==> src/rtl/fpu_ctrl_regs.sv <==
module fpu_ctrl_regs #(
  parameter logic [31:0] REV_ID = 32'h0001_0A00
) (
  input  logic        clk,
  input  logic        rst_n,
  input  logic        alias_en,
  input  logic [4:0]  rd_sel,
  output logic [31:0] rd_data,
  input  logic        wr_en,
  input  logic [4:0]  wr_sel,
  input  logic [31:0] wr_data
);

  localparam logic [4:0] SEL_REV  = 5'd0;
  localparam logic [4:0] SEL_CC   = 5'd25;
  localparam logic [4:0] SEL_EXC  = 5'd26;
  localparam logic [4:0] SEL_ENA  = 5'd28;
  localparam logic [4:0] SEL_FULL = 5'd31;

  localparam int CC0_BIT = 23;
  localparam int FTZ_BIT = 24;
  localparam int FTZ_VIEW_BIT = 2;

  localparam logic [31:0] RSVD_MASK = 32'h007C_0000;
  localparam logic [31:0] EXC_MASK  = 32'h0003_F07C;
  localparam logic [31:0] ENA_MASK  = 32'h0000_0F83;

  logic [31:0] status_q;
  logic [31:0] status_d;
  logic [31:0] cc_view;
  logic [31:0] exc_view;
  logic [31:0] ena_view;

  assign cc_view  = {24'b0, status_q[31:25], status_q[CC0_BIT]};
  assign exc_view = status_q & EXC_MASK;
  assign ena_view = (status_q & ENA_MASK) |
                    (32'(status_q[FTZ_BIT]) << FTZ_VIEW_BIT);

  always_comb begin
    rd_data = '0;
    case (rd_sel)
      SEL_REV:  rd_data = REV_ID;
      SEL_FULL: rd_data = status_q;
      SEL_CC:   if (alias_en) rd_data = cc_view;
      SEL_EXC:  if (alias_en) rd_data = exc_view;
      SEL_ENA:  if (alias_en) rd_data = ena_view;
      default:  rd_data = '0;
    endcase
  end

  always_comb begin
    status_d = status_q;
    if (wr_en) begin
      case (wr_sel)
        SEL_FULL: status_d = wr_data & ~RSVD_MASK;
        SEL_CC: if (alias_en) begin
          status_d[CC0_BIT] = wr_data[0];
          status_d[31:25]   = wr_data[7:1];
        end
        SEL_EXC: if (alias_en)
          status_d = (status_q & ~EXC_MASK) | (wr_data & EXC_MASK);
        SEL_ENA: if (alias_en) begin
          status_d = (status_q & ~ENA_MASK) | (wr_data & ENA_MASK);
          status_d[FTZ_BIT] = wr_data[FTZ_VIEW_BIT];
        end
        default: status_d = status_q;
      endcase
    end
  end

  always_ff @(posedge clk or negedge rst_n) begin
    if (!rst_n) status_q <= '0;
    else        status_q <= status_d;
  end

endmodule

==> config.mk <==
export PLATFORM = sky130hd
export DESIGN_NAME = fpu_ctrl_regs
export DESIGN_NICKNAME = d
export VERILOG_FILES = /design/src/rtl/fpu_ctrl_regs.sv
export SDC_FILE = /design/constraint.sdc
export NUM_CORES = 1
export LEC_CHECK = 0
export ABC_AREA = 1
export BUFFER_PORTS_ARGS = -buffer_cell sky130_fd_sc_hd__clkbuf_2
export CAP_MARGIN = 20
export CORE_UTILIZATION = 40
export DETAILED_ROUTE_END_ITERATION = 7
export PLACE_DENSITY_LB_ADDON = 0.05
export SLEW_MARGIN = 20
export SYNTH_ARGS = -nofsm -noshare
export SYNTH_HDL_FRONTEND = slang
export SYNTH_SLANG_ARGS = --single-unit
==> constraint.sdc <==
create_clock -name clk -period 1.02 [get_ports clk]
set_input_delay 0.051 -clock clk [delete_from_list [all_inputs] [get_ports clk]]
set_output_delay 0.051 -clock clk [all_outputs]
set_load 0.02 [all_outputs]
# After elaboration in Yosys (flattened, before gate mapping)

Index checks and enable logic that the tools add are counted.

Register bits after elaboration: 32
Bits of input ports: 46
Output and inout port bits: 32
Word-level logic and storage cells: 33

Equal/unequal tests: 11
Mux-type cells: 12
Bitwise gates (word level): 3
Reductions and logical operators: 5

Operators by type and width:

| operator           | count |
|---|---|
| $pmux 32 s5        | 1 |
| $pmux 23 s3        | 1 |
| $mux 32            | 2 |
| $eq 5x5->1 const B | 8 |
| $or 32x12->32      | 1 |
| $or 32x18->32      | 1 |
| $pmux 7 s4         | 1 |
| $mux 18            | 1 |
| $mux 12            | 1 |
| $or 12x3->12       | 1 |
| $mux 8             | 1 |
| $mux 7             | 1 |
| $ne 2x2->1 const B | 3 |
| $logic_not 5->1    | 1 |
| $reduce_and 5->1   | 1 |
| $pmux 1 s4         | 1 |
| $reduce_and 4->1   | 1 |
| $reduce_bool 4->1  | 1 |
| $pmux 1 s3         | 1 |
| $reduce_bool 3->1  | 1 |
| $mux 1             | 1 |

# Longest topological paths before layout

Gate-level depths: netlist (run 1).

Depth in word-level cells: 3
Depth in mapped cells: 10
Mapped depth without buffers: 9

# Worst setup path after synthesis (run 1)

No wires, ideal clock.

Kind: input to register
Start: in wr_sel[0]
End: reg status_q[18]
Setup time: 0.117 ns
Data arrival time: 1.016 ns
Path slack: -0.113 ns
Stages on the path: 10
Path through: buf_6 > nor2_4 > nand3_4 > nand2_4 > inv_2 > nand2_1 > nand3_2 > buf_6 > nor2_8 > nor2_2

Longest elaborated chain between the ends: 3
Elaborated cells on any way between the ends: 8

Ends and longest elaborated chain:

| item                                                             | RTL line | RTL |
|---|---|---|
| start, declared                                                  | 10       | `input logic [4:0] wr_sel,` |
| $eq 5x5->1                                                       | 54       | `case (wr_sel)` |
| $ne 2x2->1 (no line) / $reduce_bool 3->1 (equally long branches) | -        |  |
| $reduce_and 4->1 (no line)                                       | -        |  |
| end signal, assigned                                             | 73       | `else status_q <= status_d;` |
| end, declared                                                    | 28       | `logic [31:0] status_q;` |

Parallel ways exist; a longest one is shown, timed or not.
A chain may end at the register's enable or synchronous reset.

# Worst setup path in the final report (run 1)

Start: in rd_sel[2]
End: out rd_data[4]

Longest elaborated chain between the ends: 2
Elaborated cells on any way between the ends: 6

Ends and longest elaborated chain:

| item                                                 | RTL line | RTL |
|---|---|---|
| start, declared                                      | 7        | `input logic [4:0] rd_sel,` |
| $eq 5x5->1 / $logic_not 5->1 (equally long branches) | 41       | `case (rd_sel)` |
| $pmux 32 s5 (*)                                      | 41       |  |
| end, declared                                        | 8        | `output logic [31:0] rd_data,` |

Mark *: on every way between the ends. The rest lies on a longest branch, timed or not.

==> results.txt, run 1 <==
Row cnt: 28
Synth Net Count: 423
Fraction of the mapped netlist area in compound gates: 0.131
Clock Sinks: 32
Skew-Pair Late Insertion Delay: 0.29 ns
Seq cells post-synth: 32
Final Wtd Congestion: 0.885
Remaining antenna violation count: 0
Total grt overflow: 0
Die Wd: 81.0 um
Final net count: 551
Synth Cell Area: 2500 sq um
Area taken by multi-input logic gates: 1500 sq um
Synthesized-area fraction occupied by adder cells: 0
Die height: 81.0 um
Vias: 2,929
PnR worst setup slack: -0.156 ns
Pin count of the biggest net entering global routing: 33
Routed wire length: 8250 um
Pre-antenna DRT Iters: 4
CP arrival: 1.12 ns
Initial Util: 0.420
Commonest non-fill, non-tap cells in the layout: 81 x nand2_1, 58 x nor2_1, 51 x buf_4
DRT iter0 DRCs: 151
YS warnings: 0
Clock skew: 0 ns
Initial antenna violation count: 0
Avg WL per Cell: 14.2 um
Mux contribution to synthesized area: 0
Unrepaired setup endpoints after global routing: yes
Fin crit share: 1.15
Seq/Total Area, Yosys: 0.320
Post-Synth XOR/XNOR Area: 0
Gr usage total: 0.247
CP peak stage delay: 0.21 ns
Fill cell count: 540
Core box area: 5960 sq um
IO buf count: 72
Crit Path Class: in2out
Share of layout cells above drive strength 1: 0.427
Worst-path clk slew: 0.07 ns
Die ar.: 6570 sq um
Max-Cap Viols: 0
First-pass GRT wire length: 12,300 um
HPWL after DPL: 5460 um
Post-Route Setup TNS: -2.48 ns
H-tree depth: 2
DRC: 0
Fin. Hold Viols: 0
Final min period: 1.18 ns
Most common cell after layout, fill and taps aside: nand2_1
Failing checks: setup timing
Pwr dens: 1160 nW/um^2
Top fanout value on the critical path: 5
Simple-Gate Fraction of Synth Area: 0.400
Yosys cell types: 24
Antenna Cells: 0
Final slew viol count: 0
Vias in the first global route: 2,604
Post-Place Worst Slack: -0.274 ns
Max reg flops: 32
Largest regs: status_q x32
Crit-path slowest cell: clkinvlp_4
Max Fclk: 851 MHz
VDD IR max: 0.000731 V
Worst-case clock buffer depth: 2
Boundary Pins: 78
Most flops, register: status_q
Post-Syn Instances: 377
Critical path, cell by cell: buf_8 -> nand2_1 -> nor2_2 -> nand3_2 -> o21ai_4 -> clkinvlp_4 -> o22ai_2 -> buf_6
Worst slew margin relative to its limit: 0.767
Clock buffers created by TritonCTS: 5
Slew @ Worst Pin: 0.348 ns
Worst EP required: 0.97 ns
TritonCTS clock tree: built
Outcome: finished with violations
Main combinational cell family by area after synthesis: simple AND/OR/NAND/NOR gates
P&R area growth vs syn: 57.1%
Startpoint Class: input port
Mean post-synth cell area: 6.63 sq um
Final setup vio count: 37
HP Class: in2reg
Worst Setup End Kind: output pin
Root buffer cell: clkbuf_8
DR vias/cell: 5.04
Static Leakage: 0.00205 uW
Register area: 801 sq um
[synth_stat cells]
cell	instances	area (sq um)
nor2_8	2	40.0
o21ai_2	10	87.6
nor2_1	67	251
nand3_1	24	120
nand3_4	1	17.5
buf_2	6	30.0
o211ai_1	1	7.51
o21ai_1	4	20.0
nor2_2	8	50.1
inv_2	4	15.0
nor3_1	1	5.00
buf_4	5	37.5
o21ai_0	10	50.1
buf_6	4	45.0
nand2_4	1	11.3
nand3_2	5	50.1
inv_1	60	225
clkbuf_1	1	3.75
nand2_1	83	312
o22ai_1	26	163
nand4_1	19	119
dfrtp_1	32	801
nor2_4	2	22.5
buf_8	1	15.0
[power breakdown]
part / total, uW / internal (uW) / switching (uW)
Combinational: 1560 / 707 / 851
Sequential: 1790 / 1590 / 201
Clock: 1220 / 725 / 500
[what timing repair did]
item,in CTS,in global routing
pin swaps,18,26
setup endpoints to repair,27,64
endpoints found under the hold margin,32,0
resized for setup,64,77
setup buffers,11,10
cloned,0,2
hold buffers,1,0
[cell families (layout without fill, tap and decap cells)]
logic type | after synthesis | after routing
and+or+nand+nor | 213 | 213
buffers and inverters | 81 | 210
AOI/OAI and AO/OA | 51 | 51
DFF | 32 | 32
[layout make-up]
cell class              count  area share
well taps                  75      0.0239
clock buffers               6      0.0185
repair buffers            137       0.296
clock inverters             2     0.00893
inverters                  64      0.0644
multi-input cells         264       0.382
flip-flops and latches     32       0.204
repair inverters            1     0.00191
[stage by stage]
step / total power [uW] / util / cells / hold WS [ns] / instance area, sq um
finish: 4570 / 0.659 / 581 / 0.100 / 3930
global route: 4870 / 0.659 / 581 / 0.123 / 3930
CTS: 4390 / 0.610 / 569 / 0.0925 / 3630
detailed placement: 2910 / 0.541 / 549 / 0.0288 / 3220
global placement: 2880 / 0.541 / 549 / 0.0328 / 3220
floorplan: 2490 / - / 377 / -0.245 / 2510
[worst paths after layout]
kind	startpoint	end	slack, ns	depth (start not counted)
max	rd_sel[2]	rd_data[4]	-0.16	8
min	wr_data[29]	status_q[29]$_DFFE_PN0P_	0.10	5
max reg2reg	status_q[25]$_DFFE_PN0P_	status_q[25]$_DFFE_PN0P_	-0.04	7
min reg2reg	status_q[6]$_DFFE_PN0P_	status_q[6]$_DFFE_PN0P_	0.48	2
max in group asynchronous	rst_n	status_q[26]$_DFFE_PN0P_	0.57	3
min in group asynchronous	rst_n	status_q[21]$_DFFE_PN0P_	0.26	3
[worst max-delay path, delay by kind of cell]
family	cells	cell delay (ns)
buffers and inverters	3	0.44
AOI/OAI and AO/OA	2	0.31
and+or+nand+nor	3	0.31
[layer usage]
metal | part of all wire | global-route usage | vias to the layer above
li1 | - | - | 1468
met1 | 0.43 | 0.330 | 1360
met2 | 0.50 | 0.402 | 88
met3 | 0.060 | 0.0382 | 13
met4 | 0.015 | 0.0875 | 0
met5 | 0 | 0 | -
No activity file was read; power rests on OpenSTA's default activity.
==> run 2, diff against run 1 <==
Settings changed: CORE_UTILIZATION 40 to 52.
==> results.txt, run 2 (synthesis results as in run 1) <==
Layout Utilization: 0.899
Max reg flops: 32
Most common cell after layout, fill and taps aside: nand2_1
Initial Util: 0.558
Number of cells on the worst reg-to-reg path: 7
Comb power frac: 0.364
Finished Cell Area: 4020 sq um
Worst Setup End Kind: output pin
VDD IR max: 0.000922 V
Crit-path leading delay family: buffers and inverters
DR vias/cell: 6.39
Worst-path clk slew: 0.07 ns
Routed length on met2: 5300 um
CP arrival: 1.23 ns
P&R area growth vs syn: 61.0%
Total net switching power: 1910 uW
Final hold slack: 0.0981 ns
Final setup vio count: 41
DRC: 6
Avg WL per Cell: 20.2 um
Critical path, cell by cell: buf_6 -> inv_2 -> nor2_2 -> nand3_2 -> o21ai_4 -> buf_4 -> nand2_1 -> o211ai_1 -> buf_4
Max-Cap Viols: 0
Final slew viol count: 0
Pin count of the biggest net entering global routing: 33
Most used cell, CP: buf_4
Routed wire length: 11,300 um
Fin crit share: 1.25
Worst-case clock buffer depth: 2
Clock Power Share: 0.260
Unrepaired setup endpoints after global routing: yes
Crit. Startpoint: rd_sel[4]
Hold depth: 5
Worst slew margin relative to its limit: 0.702
Dpl cell area: 3090 sq um
HP Class: in2reg
Outcome: finished with violations
Min-delay src: wr_data[30]
Top fanout value on the critical path: 3
Total grt overflow: 0
HPWL after DPL: 5200 um
Failing checks: DRC, setup timing
Clock Sinks: 32
Worst EP required: 0.97 ns
Clock skew: 0 ns
FF-to-FF Start: status_q[23]$_DFFE_PN0P_
Sw frac: 0.387
Max layer used: met4
Most flops, register: status_q
Die Wd: 71.3 um
Pwr dens: 1220 nW/um^2
Fin. Hold Viols: 0
Final net count: 553
Slew @ Worst Pin: 0.448 ns
IO buf count: 72
Pre-antenna DRT Iters: 8
Antenna Cells: 0
Hold endpoint: status_q[30]$_DFFE_PN0P_
Initial antenna violation count: 0
Die ar.: 5090 sq um
Met1 wire length: 3910 um
R2r endpoint: status_q[23]$_DFFE_PN0P_
Vias: 3,579
Boundary Pins: 78
H-tree depth: 2
Crit-path slowest cell: o21ai_4
Share of power burned in registers: 0.375
Clock buffers created by TritonCTS: 5
DRT iter0 DRCs: 490
TritonCTS clock tree: built
Share of layout cells above drive strength 1: 0.484
Gr usage total: 0.313
WP buf/inv: 4
Vias in the first global route: 2,770
Remaining antenna violation count: 0
Static Leakage: 0.00209 uW
Met3 wire len: 1310 um
Skew-Pair Late Insertion Delay: 0.31 ns
Root buffer cell: clkbuf_8
Die height: 71.3 um
PnR worst setup slack: -0.259 ns
Commonest non-fill, non-tap cells in the layout: 79 x nand2_1, 67 x buf_4, 45 x nor2_1
Internal Pwr Total: 3020 uW
Final min period: 1.28 ns
Max Fclk: 782 MHz
Setup slack, reg-to-reg: -0.14 ns
Final Power: 4930 uW
Final Wtd Congestion: 0.861
First-pass GRT wire length: 12,500 um
Post-Place Worst Slack: -0.261 ns
Core box area: 4470 sq um
Crit Path Class: in2out
Row cnt: 24
Startpoint Class: input port
CP peak stage delay: 0.25 ns
Largest regs: status_q x32
run 2: cell types whose count changed in the layout (fill, tap and decap cells not counted), sizes merged:
cell	change
clkinv	+1
buf	+15
clkbuf	-14
run 2: how the worst max path moves through the flow:
stage | depth (start not counted) | slack, ns | to
floorplan | 10 | -0.11 | status_q[18]$_DFFE_PN0P_
global placement | 8 | -0.24 | rd_data[16]
detailed placement | 9 | -0.26 | status_q[0]$_DFFE_PN0P_
CTS | 3 | -0.12 | rd_data[2]
global route | 9 | -0.45 | rd_data[2]
finish | 9 | -0.26 | rd_data[2]
run 2: repair_timing:
action	CTS	global route
gates cloned	0	3
pin swaps	19	40
buffers inserted	13	16
hold buffers	1	0
endpoints found under the setup margin	27	56
endpoints found under the hold margin	32	0
gates resized for setup	47	165
run 2: layout make-up:
cell class	count	area, sq um
clock buffers	5	68.8
clock inverters	3	42.5
fillers	195	452
inverters	64	255
multi-input cells	264	1580
flip-flops and latches	32	801
well taps	52	65.1
repair buffers	139	1200
repair inverters	1	11.3
run 2: power by group through the flow:
stage	sequential, uW	clock, uW	combinational, uW
after CTS	1780	1270	1340
after global placement	1810	0	1050
after floorplan	1760	0	733
final	1850	1280	1790
after detailed placement	1820	0	1080
after global routing	1860	1310	1900
run 2: metrics by stage:
stage	cells	setup TNS, ns
after floorplan	377	-1.99
after global placement	520	-8.92
after detailed placement	520	-9.87
after CTS	542	-1.77
after global routing	560	-7.37
final	560	-3.64
run 2: layer usage:
layer	vias up	GRT usage
li1	1468	-
met1	1622	0.394
met2	384	0.539
met3	105	0.0464
met4	0	0.127
met5	-	0
run 2: tightest hold or removal path: stages:
cell and delay [ns]:
clkbuf_2 0.08, nand4_1 0.07, nand2_1 0.05, nand3_1 0.06, nand2_1 0.04
==> run 3, diff against run 2 <==
Clock period 1.02 ns to 1.4 ns, I/O delays scaled along.
==> results.txt, run 3 (synthesis results as in run 1) <==
Max reg flops: 32
TritonCTS clock tree: built
Worst slew margin relative to its limit: 0.664
Final net count: 502
Largest regs: status_q x32
Worst Setup End Kind: output pin
Pin count of the biggest net entering global routing: 21
Final min period: 1.28 ns
Static Leakage: 0.00172 uW
Outcome: finished with violations
Clock buffers created by TritonCTS: 5
Remaining antenna violation count: 0
M1 GR Usage: 0.391
Root buffer cell: clkbuf_8
Crit Path Class: reg2out
Max-Cap Viols: 0
Total net switching power: 998 uW
Pwr dens: 969 nW/um^2
First-pass GRT wire length: 11,300 um
Max Fclk: 784 MHz
Row cnt: 24
Worst-path clk slew: 0.07 ns
Top fanout value on the critical path: 4
DRT iter0 DRCs: 212
Unrepaired setup endpoints after global routing: no
Total grt overflow: 0
Die height: 71.3 um
P&R area growth vs syn: 22.3%
Avg WL per Cell: 13.2 um
CP arrival: 1.21 ns
Dpl cell area: 2940 sq um
Share of power burned in registers: 0.446
GR peak layer: met2
Fin crit share: 0.911
Die ar.: 5090 sq um
CP peak stage delay: 0.41 ns
Finished Cell Area: 3060 sq um
Crit-path slowest cell: dfrtp_1
Number of cells on the worst reg-to-reg path: 6
Pre-antenna DRT Iters: 7
Met3 Use GR: 0.0619
Hold endpoint: status_q[25]$_DFFE_PN0P_
Vias: 2,722
HP Class: in2reg
R2r endpoint: status_q[25]$_DFFE_PN0P_
Initial antenna violation count: 0
HPWL after DPL: 5030 um
Routed wire length: 6730 um
Comb power frac: 0.257
Failing checks: DRC
Commonest non-fill, non-tap cells in the layout: 83 x nand2_1, 72 x clkbuf_2, 67 x nor2_1
Core box area: 4470 sq um
Worst EP required: 1.33 ns
FF-to-FF Start: status_q[25]$_DFFE_PN0P_
Clock Power Share: 0.297
Skew-Pair Late Insertion Delay: 0.29 ns
IO buf count: 72
Area taken by multi-input logic gates: 1330 sq um
Internal Pwr Total: 1960 uW
Share of layout cells above drive strength 1: 0.280
Die Wd: 71.3 um
VDD IR max: 0.000760 V
Fill cell count: 399
Vias in the first global route: 2,421
Postcts setup bufs: 0
Clock Sinks: 32
Initial Util: 0.558
Sw frac: 0.337
Clock skew: 0 ns
Fin. Hold Viols: 0
Most common cell after layout, fill and taps aside: nand2_1
Critical path, cell by cell: inv_1 -> o22ai_1 -> clkbuf_2
Hold depth: 5
Gr usage total: 0.282
Antenna Cells: 0
Boundary Pins: 78
Register area: 801 sq um
Setup slack, reg-to-reg: 0.41 ns
Most flops, register: status_q
Final Wtd Congestion: 0.861
Final setup vio count: 0
Slew @ Worst Pin: 0.505 ns
H-tree depth: 2
Final slew viol count: 0
Min-delay src: wr_data[25]
Final Power: 2960 uW
Worst-case clock buffer depth: 2
DR vias/cell: 5.35
GR Layer Usage met2: 0.458
DRC: 7
Startpoint Class: register
run 3: cell count changes in the layout (fill, tap and decap cells not counted), moves of 8 or more:
| cell | before | now |
|---|---|---|
| clkbuf_2 | 31 | 72 |
| buf_6 | 28 | 0 |
| inv_1 | 38 | 60 |
| nor2_2 | 16 | 8 |
| inv_2 | 22 | 4 |
| nor2_4 | 16 | 2 |
| buf_4 | 67 | 14 |
| nor2_1 | 45 | 67 |
run 3: how the worst max path moves through the flow:
stage / from / endpoint / slack, ns / depth (start not counted)
after floorplan: rd_sel[3] / rd_data[16] / 0.23 / 6
after global placement: wr_sel[3] / status_q[1]$_DFFE_PN0P_ / 0.02 / 9
after detailed placement: wr_sel[1] / status_q[0]$_DFFE_PN0P_ / -0.01 / 9
after CTS: rd_sel[3] / rd_data[5] / 0.10 / 8
after global routing: rd_sel[0] / rd_data[11] / 0.04 / 7
final: status_q[29]$_DFFE_PN0P_ / rd_data[5] / 0.12 / 3
run 3: power by group through the flow:
| stage | clock network, uW | registers (uW) | logic [uW] |
|---|---|---|---|
| after floorplan | 0 | 1280 | 534 |
| after global placement | 0 | 1320 | 727 |
| after detailed placement | 0 | 1330 | 748 |
| after CTS | 886 | 1310 | 761 |
| after global routing | 936 | 1350 | 881 |
| final | 879 | 1320 | 761 |
run 3: timing repair:
| item | CTS | global route |
|---|---|---|
| endpoints found under the setup margin | 0 | 2 |
| resized for setup | 0 | 2 |
| endpoints found under the hold margin | 17 | 0 |
| hold buffers | 1 | 0 |
run 3: layout make-up:
cell class                      instances  area share
Inverter                               64      0.0786
Multi-Input combinational cell        264       0.434
Clock buffer                            6      0.0238
Tap cell                               52      0.0213
Sequential cell                        32       0.262
Timing Repair Buffer                   89       0.169
Clock inverter                          2      0.0115
run 3: metal layers:
metal / share of wire / vias to the layer above
met5: 0 / -
met4: 0.0062 / 0
met3: 0.075 / 4
met2: 0.47 / 100
met1: 0.45 / 1247
li1: - / 1371
run 3: worst max-delay path, delay by kind of cell, from the launching register on:
family	cells	cell delay (ns)
AO/OA/AOI/OAI	1	0.20
buffers and inverters	2	0.30
flip-flops	1	0.41
run 3: per-stage QoR:
step,hold slack (ns),utilization,std cells,worst slack (ns),setup TNS [ns]
global route,0.154,0.683,509,0.0420,0
CTS,0.119,0.683,509,0.103,0
global placement,0.0550,0.657,500,0.0208,0
finish,0.122,0.683,509,0.125,0
floorplan,-0.226,-,377,0.230,0
detailed placement,0.0577,0.657,500,-0.0115,-0.0200
